**config.mk**
```make
export PLATFORM = sky130hd
export DESIGN_NAME = dp_collision_arb
export DESIGN_NICKNAME = d
export VERILOG_FILES = /design/src/rtl/dpca_pkg.sv /design/src/rtl/dpca_port_stage.sv /design/src/rtl/dpca_arbiter.sv /design/src/rtl/dp_collision_arb.sv
export SDC_FILE = /design/constraint.sdc
export NUM_CORES = 1
export LEC_CHECK = 0
export BUFFER_PORTS_ARGS = -buffer_cell sky130_fd_sc_hd__buf_2
export CELL_PAD_IN_SITES_DETAIL_PLACEMENT = 2
export CELL_PAD_IN_SITES_GLOBAL_PLACEMENT = 2
export CORE_UTILIZATION = 30
export CTS_CLUSTER_SIZE = 16
export DETAILED_ROUTE_END_ITERATION = 8
export PLACE_DENSITY = 0.82
export REMOVE_ABC_BUFFERS = 1
export SETUP_SLACK_MARGIN = 0.1
export SYNTH_ARGS = -nofsm -noshare
export SYNTH_HDL_FRONTEND = slang
export SYNTH_SLANG_ARGS = --single-unit
```
**constraint.sdc**
```tcl
create_clock -name clk -period 3.7 [get_ports clk]
set_input_delay 0.74 -clock clk [delete_from_list [all_inputs] [get_ports clk]]
set_output_delay 0.74 -clock clk [all_outputs]
set_load 0.005 [all_outputs]
```
**src/rtl/dpca_pkg.sv**
```systemverilog
package dpca_pkg;
  typedef enum logic [1:0] {
    OWN_NONE  = 2'd0,
    OWN_LEFT  = 2'd1,
    OWN_RIGHT = 2'd2
  } owner_t;

  localparam int PORT_L = 0;
  localparam int PORT_R = 1;
  localparam int N_PORTS = 2;
endpackage

```
**src/rtl/dpca_port_stage.sv**
```systemverilog
module dpca_port_stage #(
  parameter int ADDR_W = 12,
  parameter int DATA_W = 16
) (
  input  logic              clk,
  input  logic              rst,
  input  logic              en,
  input  logic              we,
  input  logic [ADDR_W-1:0] addr,
  input  logic [DATA_W-1:0] wdata,
  output logic              q_en,
  output logic              q_we,
  output logic [ADDR_W-1:0] q_addr,
  output logic [DATA_W-1:0] q_wdata,
  output logic              q_settled
);
  logic              p_en;
  logic [ADDR_W-1:0] p_addr;

  always_ff @(posedge clk) begin
    if (rst) begin
      q_en    <= 1'b0;
      q_we    <= 1'b0;
      q_addr  <= '0;
      q_wdata <= '0;
      p_en    <= 1'b0;
      p_addr  <= '0;
    end else begin
      q_en    <= en;
      q_we    <= we;
      q_addr  <= addr;
      q_wdata <= wdata;
      p_en    <= q_en;
      p_addr  <= q_addr;
    end
  end

  // Request was already present at this address one cycle earlier
  assign q_settled = q_en & p_en & (p_addr == q_addr);
endmodule

```
**src/rtl/dpca_arbiter.sv**
```systemverilog
module dpca_arbiter
  import dpca_pkg::*;
#(
  parameter int ADDR_W = 12
) (
  input  logic              clk,
  input  logic              rst,
  input  logic              en_l,
  input  logic [ADDR_W-1:0] addr_l,
  input  logic              settled_l,
  input  logic              en_r,
  input  logic [ADDR_W-1:0] addr_r,
  input  logic              settled_r,
  output logic              busy_l,
  output logic              busy_r
);
  owner_t owner_q;
  owner_t pick;
  logic   hit;

  assign hit = en_l & en_r & (addr_l == addr_r);

  always_comb begin
    pick = OWN_NONE;
    if (hit) begin
      if (owner_q != OWN_NONE)
        pick = owner_q;
      else if (settled_r && !settled_l)
        pick = OWN_RIGHT;
      else
        pick = OWN_LEFT;
    end
  end

  always_ff @(posedge clk) begin
    if (rst) owner_q <= OWN_NONE;
    else     owner_q <= pick;
  end

  assign busy_l = (pick == OWN_RIGHT);
  assign busy_r = (pick == OWN_LEFT);
endmodule

```
**src/rtl/dp_collision_arb.sv**
```systemverilog
module dp_collision_arb
  import dpca_pkg::*;
#(
  parameter int ADDR_W = 12,
  parameter int DATA_W = 16
) (
  input  logic              clk,
  input  logic              rst,
  input  logic              is_master,
  input  logic              l_en,
  input  logic              l_we,
  input  logic [ADDR_W-1:0] l_addr,
  input  logic [DATA_W-1:0] l_wdata,
  input  logic              r_en,
  input  logic              r_we,
  input  logic [ADDR_W-1:0] r_addr,
  input  logic [DATA_W-1:0] r_wdata,
  input  logic              l_busy_in_n,
  input  logic              r_busy_in_n,
  output logic              l_busy_n,
  output logic              r_busy_n,
  output logic              core_l_en,
  output logic              core_l_we,
  output logic [ADDR_W-1:0] core_l_addr,
  output logic [DATA_W-1:0] core_l_wdata,
  output logic              core_r_en,
  output logic              core_r_we,
  output logic [ADDR_W-1:0] core_r_addr,
  output logic [DATA_W-1:0] core_r_wdata
);
  logic [N_PORTS-1:0]             in_en, in_we, in_busy_ext;
  logic [N_PORTS-1:0][ADDR_W-1:0] in_addr, q_addr;
  logic [N_PORTS-1:0][DATA_W-1:0] in_wdata, q_wdata;
  logic [N_PORTS-1:0]             q_en, q_we, q_settled;
  logic [N_PORTS-1:0]             arb_busy, eff_busy, gated_we;

  assign in_en[PORT_L]       = l_en;
  assign in_en[PORT_R]       = r_en;
  assign in_we[PORT_L]       = l_we;
  assign in_we[PORT_R]       = r_we;
  assign in_addr[PORT_L]     = l_addr;
  assign in_addr[PORT_R]     = r_addr;
  assign in_wdata[PORT_L]    = l_wdata;
  assign in_wdata[PORT_R]    = r_wdata;
  assign in_busy_ext[PORT_L] = ~l_busy_in_n;
  assign in_busy_ext[PORT_R] = ~r_busy_in_n;

  for (genvar p = 0; p < N_PORTS; p++) begin : g_port
    dpca_port_stage #(
      .ADDR_W(ADDR_W),
      .DATA_W(DATA_W)
    ) u_stage (
      .clk      (clk),
      .rst      (rst),
      .en       (in_en[p]),
      .we       (in_we[p]),
      .addr     (in_addr[p]),
      .wdata    (in_wdata[p]),
      .q_en     (q_en[p]),
      .q_we     (q_we[p]),
      .q_addr   (q_addr[p]),
      .q_wdata  (q_wdata[p]),
      .q_settled(q_settled[p])
    );

    assign eff_busy[p] = is_master ? arb_busy[p] : in_busy_ext[p];
    assign gated_we[p] = q_en[p] & q_we[p] & ~eff_busy[p];
  end

  dpca_arbiter #(
    .ADDR_W(ADDR_W)
  ) u_arb (
    .clk      (clk),
    .rst      (rst),
    .en_l     (q_en[PORT_L]),
    .addr_l   (q_addr[PORT_L]),
    .settled_l(q_settled[PORT_L]),
    .en_r     (q_en[PORT_R]),
    .addr_r   (q_addr[PORT_R]),
    .settled_r(q_settled[PORT_R]),
    .busy_l   (arb_busy[PORT_L]),
    .busy_r   (arb_busy[PORT_R])
  );

  assign l_busy_n     = ~(is_master & arb_busy[PORT_L]);
  assign r_busy_n     = ~(is_master & arb_busy[PORT_R]);
  assign core_l_en    = q_en[PORT_L];
  assign core_r_en    = q_en[PORT_R];
  assign core_l_we    = gated_we[PORT_L];
  assign core_r_we    = gated_we[PORT_R];
  assign core_l_addr  = q_addr[PORT_L];
  assign core_r_addr  = q_addr[PORT_R];
  assign core_l_wdata = q_wdata[PORT_L];
  assign core_r_wdata = q_wdata[PORT_R];
endmodule

```
; Word level (Yosys, flattened, before mapping)
; Cells that the tools add are included.
[classes]
n_eq_ne = 5
n_mux = 5
bitwise = 18
n_reduce_logical = 3
[op_table]
columns = operator, n
row1 = 12-bit == test, 3
row2 = 1-bit bitwise AND, 12
row3 = 2-bit 2-to-1 mux, 3
row4 = 1-bit inverter, 6
row5 = 2-bit by 1-bit == test with 1-bit output (second input constant), 1
row6 = 2-bit == test (second input constant), 1
row7 = 1-bit 2-to-1 mux, 2
row8 = 2-bit nonzero test, 1
row9 = 1-bit logical AND, 1
row10 = 1-bit logical NOT, 1
[word_totals]
reg_bits = 88
in_bits = 65
output_inout_bits = 62
wordCells = 44

; Logic depth before layout (Yosys ltp)
; Gate-level depths: netlist of run 1.
[logic_depth]
word_depth = 11
depth_mapped = 5
depth_no_buf = 5

; Hierarchy
; Synthesis of run 1 repeated with hierarchy kept, for this count alone.
[hier_totals]
cells_unflattened = 252
area_unflattened_um2 = 2876.5
[by_module_without_submodules]
columns = module, instances, cells_each, area_each_um2, seq_area_each_um2
row1 = dpca_port_stage, 2, 107, 1292.5, 860.8
row2 = dpca_arbiter, 1, 31, 246.5, 40.0
row3 = dp_collision_arb, 1, 7, 45.0, 0.0

; Worst setup path before layout of run 1
; Ideal clock, no wire load.
[synth_timing]
path_type = flip-flop to output port
start = reg g_port[1].u_stage.q_addr[7]
end = out r_busy_n
arrival_time_ns = 1.489
required_time_ns = 2.960
path_slack_ns = 1.471
path_stages_with_launch = 6
path_buffers = 0
path_cell_list = dfxtp_1 -> xor2_1 -> nor4_2 -> nand4_1 -> or2_1 -> or3_1
[synth_between]
elab_chain_cells = 9
word_cells_on_any_way = 11
cone_classes = 3 x eq/ne / 3 x mux / 4 x bitwise / 1 x reduce/logical
[synth_rtl]
columns = element, line
row1 = "start, declared", dpca_port_stage.sv:13  ; output logic [ADDR_W-1:0] q_addr,
row2 = "start signal, assigned", dpca_port_stage.sv:31  ; q_addr <= addr;
row3 = 12-bit == test, dpca_port_stage.sv:39  ; assign q_settled = q_en & p_en & (p_addr == q_addr);
row4 = 1-bit bitwise AND, dpca_port_stage.sv:39
row5 = 1-bit logical AND, dpca_arbiter.sv:28  ; else if (settled_r && !settled_l)
row6 = 2-bit 2-to-1 mux, dpca_arbiter.sv:28
row7 = 2-bit 2-to-1 mux, dpca_arbiter.sv:26  ; if (owner_q != OWN_NONE)
row8 = 2-bit 2-to-1 mux (*), dpca_arbiter.sv:25  ; if (hit) begin
row9 = 2-bit by 1-bit == test with 1-bit output (*), dpca_arbiter.sv:41  ; assign busy_r = (pick == OWN_LEFT);
row10 = 1-bit bitwise AND (*), dp_collision_arb.sv:86  ; assign r_busy_n = ~(is_master & arb_busy[PORT_R]);
row11 = 1-bit inverter (*), dp_collision_arb.sv:86
row12 = "end, declared", dp_collision_arb.sv:21  ; output logic r_busy_n,
; Every way passes the cells marked *; elsewhere a longest branch is shown, timed or not.

; Worst setup path in the final report of run 1
[layout_timing]
start = reg g_port[0].u_stage.q_addr[1]
end = out r_busy_n
[layout_between]
elab_chain_cells = 10
word_cells_on_any_way = 12
cone_classes = 3 x eq/ne / 3 x mux / 4 x bitwise / 2 x reduce/logical
[layout_rtl]
columns = element, line
row1 = "start, declared", dpca_port_stage.sv:13
row2 = "start signal, assigned", dpca_port_stage.sv:31
row3 = 12-bit == test, dpca_port_stage.sv:39
row4 = 1-bit bitwise AND, dpca_port_stage.sv:39
row5 = 1-bit logical NOT, dpca_arbiter.sv:28
row6 = 1-bit logical AND, dpca_arbiter.sv:28
row7 = 2-bit 2-to-1 mux, dpca_arbiter.sv:28
row8 = 2-bit 2-to-1 mux, dpca_arbiter.sv:26
row9 = 2-bit 2-to-1 mux (*), dpca_arbiter.sv:25
row10 = 2-bit by 1-bit == test with 1-bit output (*), dpca_arbiter.sv:41
row11 = 1-bit bitwise AND (*), dp_collision_arb.sv:86
row12 = 1-bit inverter (*), dp_collision_arb.sv:86
; Marks and branches as above.

==> impl_results.md, run 1 <==
* Vias in the first global route at 2469
* Power Dens Cells at 493.3 mW/mm²
* CTS HTree Levels at 3
* Int Pwr at 1.501 mW
* Synth Instances at 259
* Max stage delay on crit path at 350 ps
* Power share of the sequential group at 0.531
* Worst-margin pin slew at 714.3 ps
* Avg Synthesized Cell Area at 11.26 µm²
* DP Worst Slack at 1190 ps
* Peak VDD IR at 0.0002014 V
* Die height at 100.6 µm
* Critical path's top delay family: simple AND/OR/NAND/NOR gates
* Nets@finish at 454
* Antenna violations before repair at 0
* Yosys top cell by area: dfxtp_1
* Total CTS buffers at 9
* Post-CTS sizing at 0
* Clock share of power at 0.379
* Worst-Skew Late Latency at 340 ps
* Worst path cell trace: xor2_1 -> nor4_2 -> nand4_1 -> or2_1 -> or3_1 -> buf_2
* Critical Path Source Type: register
* GRT Overall Usage at 0.1607
* Core box area at 0.009328 mm²
* Grt total ovfl at 0
* CP Class: reg -> out
* Initial DRC count at 46
* Row count at 35
* Required @ worst endpoint at 2960 ps
* Hold Crit Class: reg -> reg
* Clock buffer depth at 2
* First drt pass iteration count at 4
* Final Cycle Share at 0.7830
* Yosys Warn Count at 0
* FMAX at 345.2 MHz
* CTS Hold Bufs at 0
* CTS sink cnt at 88
* Commonest non-fill, non-tap cells in the layout: buf_2, dfxtp_1, nor2b_1
* I/O pin count at 127
* Commonest non-fill, non-tap cell in the layout: buf_2
* CP arrival at 2160 ps
* Count of antenna-violating nets left after detailed routing at 0
* CP bufs+invs at 1
* Max cap viols at 0
* Clock Root Buffer: clkbuf_8
* Mapped Area at 0.002917 mm²
* Seq/Total Area, Yosys at 0.6040
* Fin crit period at 2897 ps
* Power share of the combinational group at 0.091
* Dominant cells by area after synthesis: dfxtp_1, nor2b_1, xor2_1
* Dpl hpwl at 5807 µm
* Area occupied by multi-input gates at 0.001104 mm²
* Leakage at 1.861 nW
* Post-synth cell types at 26
* Post-CTS Setup Bufs at 0
* Final Skew at 12.41 ps
* Gpl congestion at 0.8362
* PortBufs at 126
* Setup TNS at 0 ps
* First-pass GRT wire length at 12170 µm
* Slowest CP cell: dfxtp_1
* Vias post-DR at 2243
* Slew Viols, Final at 0
* Hold violation total from the final report at 0
* Post-detailed-routing wire length at 7644 µm
* Fill count at 1023
* Worst-path clk slew at 90 ps
* Layout cells sized above 1 at 0.3715
* Yosys top cell area share at 0.6040
* WL/cell at 14.64 µm
* Area growth syn-to-layout at 34.06%
* Post-synthesis register bit count at 88
* TritonCTS clock tree: yes
* Largest net degree at the start of global routing at 40
* Switching Share at 0.2220
* DIE WIDTH at 100.6 µm
* Initial core utilization at 0.3127
* Vias/cell at 4.297
* DIE AREA at 0.01012 mm²
* Total power at 1.929 mW
* Status: completed
* Setup ws final at 803.0 ps
* Sw Pwr at 0.4283 mW
* Ant diodes at 0
* Worst Setup End Kind: output port
* Register area at 0.001762 mm²
* Top fanout value on the critical path at 4
* Final Setup Violations at 0
* Drt drc at 0
* Slew headroom at 0.5238
* RSZ-0062 raised after global routing: false
==> through the flow <==
step | hold slack [ps] | cells | util | area, µm²
after floorplan | 479.4 | 250 | - | 2883
after global placement | 497.8 | 507 | 0.3956 | 3690
after detailed placement | 511.5 | 507 | 0.3956 | 3690
after CTS | 509.5 | 522 | 0.4192 | 3910
after global routing | 540.8 | 522 | 0.4192 | 3910
final | 501.2 | 522 | 0.4192 | 3910
==> synthesized netlist by cell type (all sizes together) <==
cell and number:
nor2b 86, o21a 2, a21oi 1, or3 2
nor2 3, nor3 4, nand2 3, nand2b 1
o31a 1, nor4 7, o211ai 1, xor2 26
and3 2, o211a 1, nand3 2, or2 1
xnor2 10, a31oi 1, nand4b 1, bufinv 1
clkbuf 9, dfxtp 88, nor4b 1, nand4 5
==> cell type report <==
class,instances,share of cell area
clock buffers,12,0.03968
clock inverters,3,0.01664
inverters,1,0.004480
multi-input cells,161,0.2822
flip-flops and latches,88,0.4506
well taps,129,0.04128
repair buffers,128,0.1651
==> worst paths after layout <==
kind                                           from                                     end  slack [ps]  cells past startpoint
max          g_port[0].u_stage.q_addr[1]$_SDFF_PP0_                                r_busy_n         800                      6
min reg2reg  g_port[1].u_stage.q_addr[1]$_SDFF_PP0_  g_port[1].u_stage.p_addr[1]$_SDFF_PP0_         500                      1
max reg2reg  g_port[0].u_stage.q_addr[9]$_SDFF_PP0_             u_arb.owner_q[0]$_SDFF_PP0_        1990                      5
min          g_port[1].u_stage.q_addr[1]$_SDFF_PP0_  g_port[1].u_stage.p_addr[1]$_SDFF_PP0_         500                      1
==> flip-flops by register name (all words and copies together) (netlist names) <==
register,flops
g_port.u_stage.p_addr,24
g_port.u_stage.p_en,2
g_port.u_stage.q_addr,24
g_port.u_stage.q_en,2
g_port.u_stage.q_wdata,32
g_port.u_stage.q_we,2
u_arb.owner_q,2
==> power groups by stage <==
stage	clock, mW	combinational [mW]	sequential [mW]
floorplan	0	0.0714	1.04
global placement	0	0.170	1.04
detailed placement	0	0.177	1.05
CTS	0.766	0.180	1.03
global route	0.799	0.195	1.03
finish	0.731	0.175	1.02
==> metal layers <==
metal,part of all wire,track usage,up-vias,routed length (µm)
li1,-,-,1081,-
met1,0.39,0.1756,1059,2996
met2,0.51,0.2729,90,3871
met3,0.078,0.06033,13,593
met4,0.024,0.08138,0,184
met5,0,0,-,0
==> cells by family (layout without fill, tap and decap cells) <==
| logic type | after synthesis | count (layout) | synth area share |
|---|---|---|---|
| flip-flops | 88 | 88 | 0.6040 |
| AND/OR/NAND/NOR | 118 | 118 | 0.2523 |
| AO/OA/AOI/OAI | 7 | 7 | 0.01802 |
| XOR/XNOR | 36 | 36 | 0.1081 |
| buffers and inverters | 10 | 144 | 0.01759 |
Power figures use the tool's default switching activity.
==> run 2, diff against run 1 <==
--- a/config.mk
+++ b/config.mk
@@ -8,10 +8,10 @@
 export BUFFER_PORTS_ARGS = -buffer_cell sky130_fd_sc_hd__buf_2
 export CELL_PAD_IN_SITES_DETAIL_PLACEMENT = 2
 export CELL_PAD_IN_SITES_GLOBAL_PLACEMENT = 2
-export CORE_UTILIZATION = 30
+export CORE_UTILIZATION = 25
 export CTS_CLUSTER_SIZE = 16
 export DETAILED_ROUTE_END_ITERATION = 8
-export PLACE_DENSITY = 0.82
+export PLACE_DENSITY = 0.73
 export REMOVE_ABC_BUFFERS = 1
 export SETUP_SLACK_MARGIN = 0.1
 export SYNTH_ARGS = -nofsm -noshare
==> constraint.sdc (replaced) <==
create_clock -name clk -period 2.6 [get_ports clk]
set_input_delay 0.52 -clock clk [delete_from_list [all_inputs] [get_ports clk]]
set_output_delay 0.52 -clock clk [all_outputs]
set_load 0.005 [all_outputs]
==> impl_results.md, run 2 (synthesis results as in run 1) <==
* Status: completed
* Post-Route Utilization at 0.3584 (-0.06076)
* Critical Path Start: g_port[1].u_stage.q_addr[8]$_SDFF_PP0_
* Power Dens Cells at 714.9 mW/mm² (+45%)
* Peak VDD IR at 0.0002477 V (+23%)
* WL/cell at 13.96 µm (-4.7%)
* Worst reg2reg path startpoint: g_port[1].u_stage.q_addr[3]$_SDFF_PP0_
* Drt drc at 0 (unchanged)
* Post-detailed-routing wire length at 7509 µm (-1.8%)
* Worst-margin pin slew at 519.8 ps (-194.5 ps)
* CP Class: reg -> out
* Slew headroom at 0.6535 (+0.1297)
* Final Setup Violations at 0 (unchanged)
* Clock buffer depth at 2 (unchanged)
* Int Pwr at 2.273 mW (+51%)
* Slowest CP cell: dfxtp_2
* Dpl hpwl at 5788 µm (-0.32%)
* CTS Hold Bufs at 0 (unchanged)
* Top fanout value on the critical path at 4 (unchanged)
* Worst-Skew Late Latency at 330 ps (about the same)
* Worst path cell trace: xor2_1 -> nor4_2 -> nand4_1 -> or2_1 -> or3_1 -> buf_2
* Max stage delay on crit path at 340 ps (about the same)
* CP bufs+invs at 1 (unchanged)
* Gpl congestion at 0.7465 (-11%)
* Switching Share at 0.2198 (-0.002172)
* Hold violation total from the final report at 0 (unchanged)
* Leakage at 1.916 nW (+3.0%)
* Max reg flops at 32 (unchanged)
* Worst Setup End Kind: output port
* Register area at 0.001775 mm² (+0.78%)
* CTS HTree Levels at 3 (unchanged)
* Fill count at 1244 (+22%)
* Critical Path Source Type: register
* Power share of the combinational group at 0.089 (-0.002)
* Critical path's top delay family: simple AND/OR/NAND/NOR gates
* DIE WIDTH at 110.0 µm (+9.4%)
* Clock share of power at 0.411 (+0.032)
* Max cap viols at 0 (unchanged)
* TritonCTS clock tree: yes
* First drt pass iteration count at 4 (unchanged)
* Clock Root Buffer: clkbuf_16
* CP arrival at 2040 ps (-120 ps)
* I/O pin count at 127 (unchanged)
* Area occupied by multi-input gates at 0.001149 mm² (+4.1%)
* GRT Overall Usage at 0.1304 (-0.03036)
* Worst-path clk slew at 60 ps (-30 ps)
* Grt total ovfl at 0 (unchanged)
* Initial DRC count at 49 (+6.5%)
* Vias post-DR at 2211 (-1.4%)
* Commonest non-fill, non-tap cells in the layout: buf_2, nor2b_1, dfxtp_1
* Power share of the sequential group at 0.500 (-0.031)
* Vias/cell at 4.110 (-4.4%)
* Commonest non-fill, non-tap cell in the layout: buf_2
* First-pass GRT wire length at 11430 µm (-6.1%)
* Hold Crit Class: in -> reg
* Largest Register: g_port.u_stage.q_wdata
* Final Cycle Share at 0.9860
* Largest net degree at the start of global routing at 38 (-5.0%)
* Die height at 110.0 µm (+9.4%)
* PortBufs at 126 (unchanged)
* DIE AREA at 0.01210 mm² (+20%)
* Vias in the first global route at 2335 (-5.4%)
* FMAX at 390.1 MHz
* DP Worst Slack at 231.2 ps (-958.8 ps)
* Core box area at 0.01137 mm² (+22%)
* Slew Viols, Final at 0 (unchanged)
* Largest regs: g_port.u_stage.q_wdata: 32 flops, g_port.u_stage.p_addr: 24 flops, g_port.u_stage.q_addr: 24 flops
* Total CTS buffers at 9 (unchanged)
* Final Skew at 4.048 ps (-8.359 ps)
* Row count at 39 (+11%)
* Fin crit period at 2564 ps
* Ant diodes at 0 (unchanged)
* RSZ-0062 raised after global routing: true
* Required @ worst endpoint at 2080 ps (-880 ps)
* CTS sink cnt at 88 (unchanged)
* Initial core utilization at 0.2565 (-0.05616)
* Nets@finish at 457 (+0.66%)
* Layout cells sized above 1 at 0.4051 (+0.03356)
* Area growth syn-to-layout at 39.73%
* Setup ws final at 36.45 ps (-766.5 ps)
* Sw Pwr at 0.6405 mW (+50%)
* Antenna violations before repair at 0 (unchanged)
* Count of antenna-violating nets left after detailed routing at 0 (unchanged)
* Min-delay src: r_wdata[14]
==> run 2: changes by cell type in the layout (fill, tap and decap cells not counted), sizes merged <==
cell | previous run | this run
clkbuf | 12 | 14
buf | 128 | 131
clkinv | 1 | 0
bufinv | 3 | 1
==> run 2: final cells by class <==
class	count	area share
multi-input cells	161	0.2819
well taps	143	0.04391
flip-flops and latches	88	0.4357
inverters	1	0.004298
repair buffers	131	0.1670
clock buffers	14	0.06724
==> run 2: worst paths after layout <==
check	endpoint	slack (ps)	depth (start not counted)
max	l_busy_n	40	6
min	g_port[1].u_stage.q_wdata[14]$_SDFF_PP0_	400	2
max reg2reg	u_arb.owner_q[1]$_SDFF_PP0_	1060	6
min reg2reg	g_port[0].u_stage.p_addr[1]$_SDFF_PP0_	510	1
==> run 2: power groups by stage <==
| stage | registers (mW) | logic (mW) | clock network, mW |
|---|---|---|---|
| 2_1_floorplan | 1.49 | 0.102 | 0 |
| 3_3_place_gp | 1.48 | 0.249 | 0 |
| 3_5_place_dp | 1.49 | 0.255 | 0 |
| 4_1_cts | 1.46 | 0.264 | 1.25 |
| 5_1_grt | 1.46 | 0.291 | 1.30 |
| 6_report | 1.46 | 0.259 | 1.20 |
==> run 2: repair_timing <==
item | CTS | global route
resized for setup | 12 | 4
pin swaps | 5 | 3
setup endpoints to repair | 4 | 4
gates cloned | 0 | 0
setup buffers | 2 | 1
==> run 2: stage by stage <==
stage	cell area [µm²]	power, mW	hold WS, ps	instances	setup TNS (ps)
floorplan	2883	1.588	479.4	250	0
global placement	3720	1.732	500.8	521	0
detailed placement	3720	1.743	511.3	521	0
CTS	4051	2.972	387.3	537	-47.03
global route	4075	3.058	384.5	538	-231.7
finish	4075	2.913	396.0	538	0
==> run 2: routing by layer <==
| metal | part of all wire | up-vias | routed length (µm) | global-route usage |
|---|---|---|---|---|
| met5 | 0 | - | 0 | 0 |
| met4 | 0.019 | 0 | 143 | 0.06095 |
| met3 | 0.087 | 12 | 655 | 0.05938 |
| met2 | 0.49 | 77 | 3694 | 0.2125 |
| met1 | 0.40 | 1030 | 3015 | 0.1446 |
| li1 | - | 1092 | - | - |
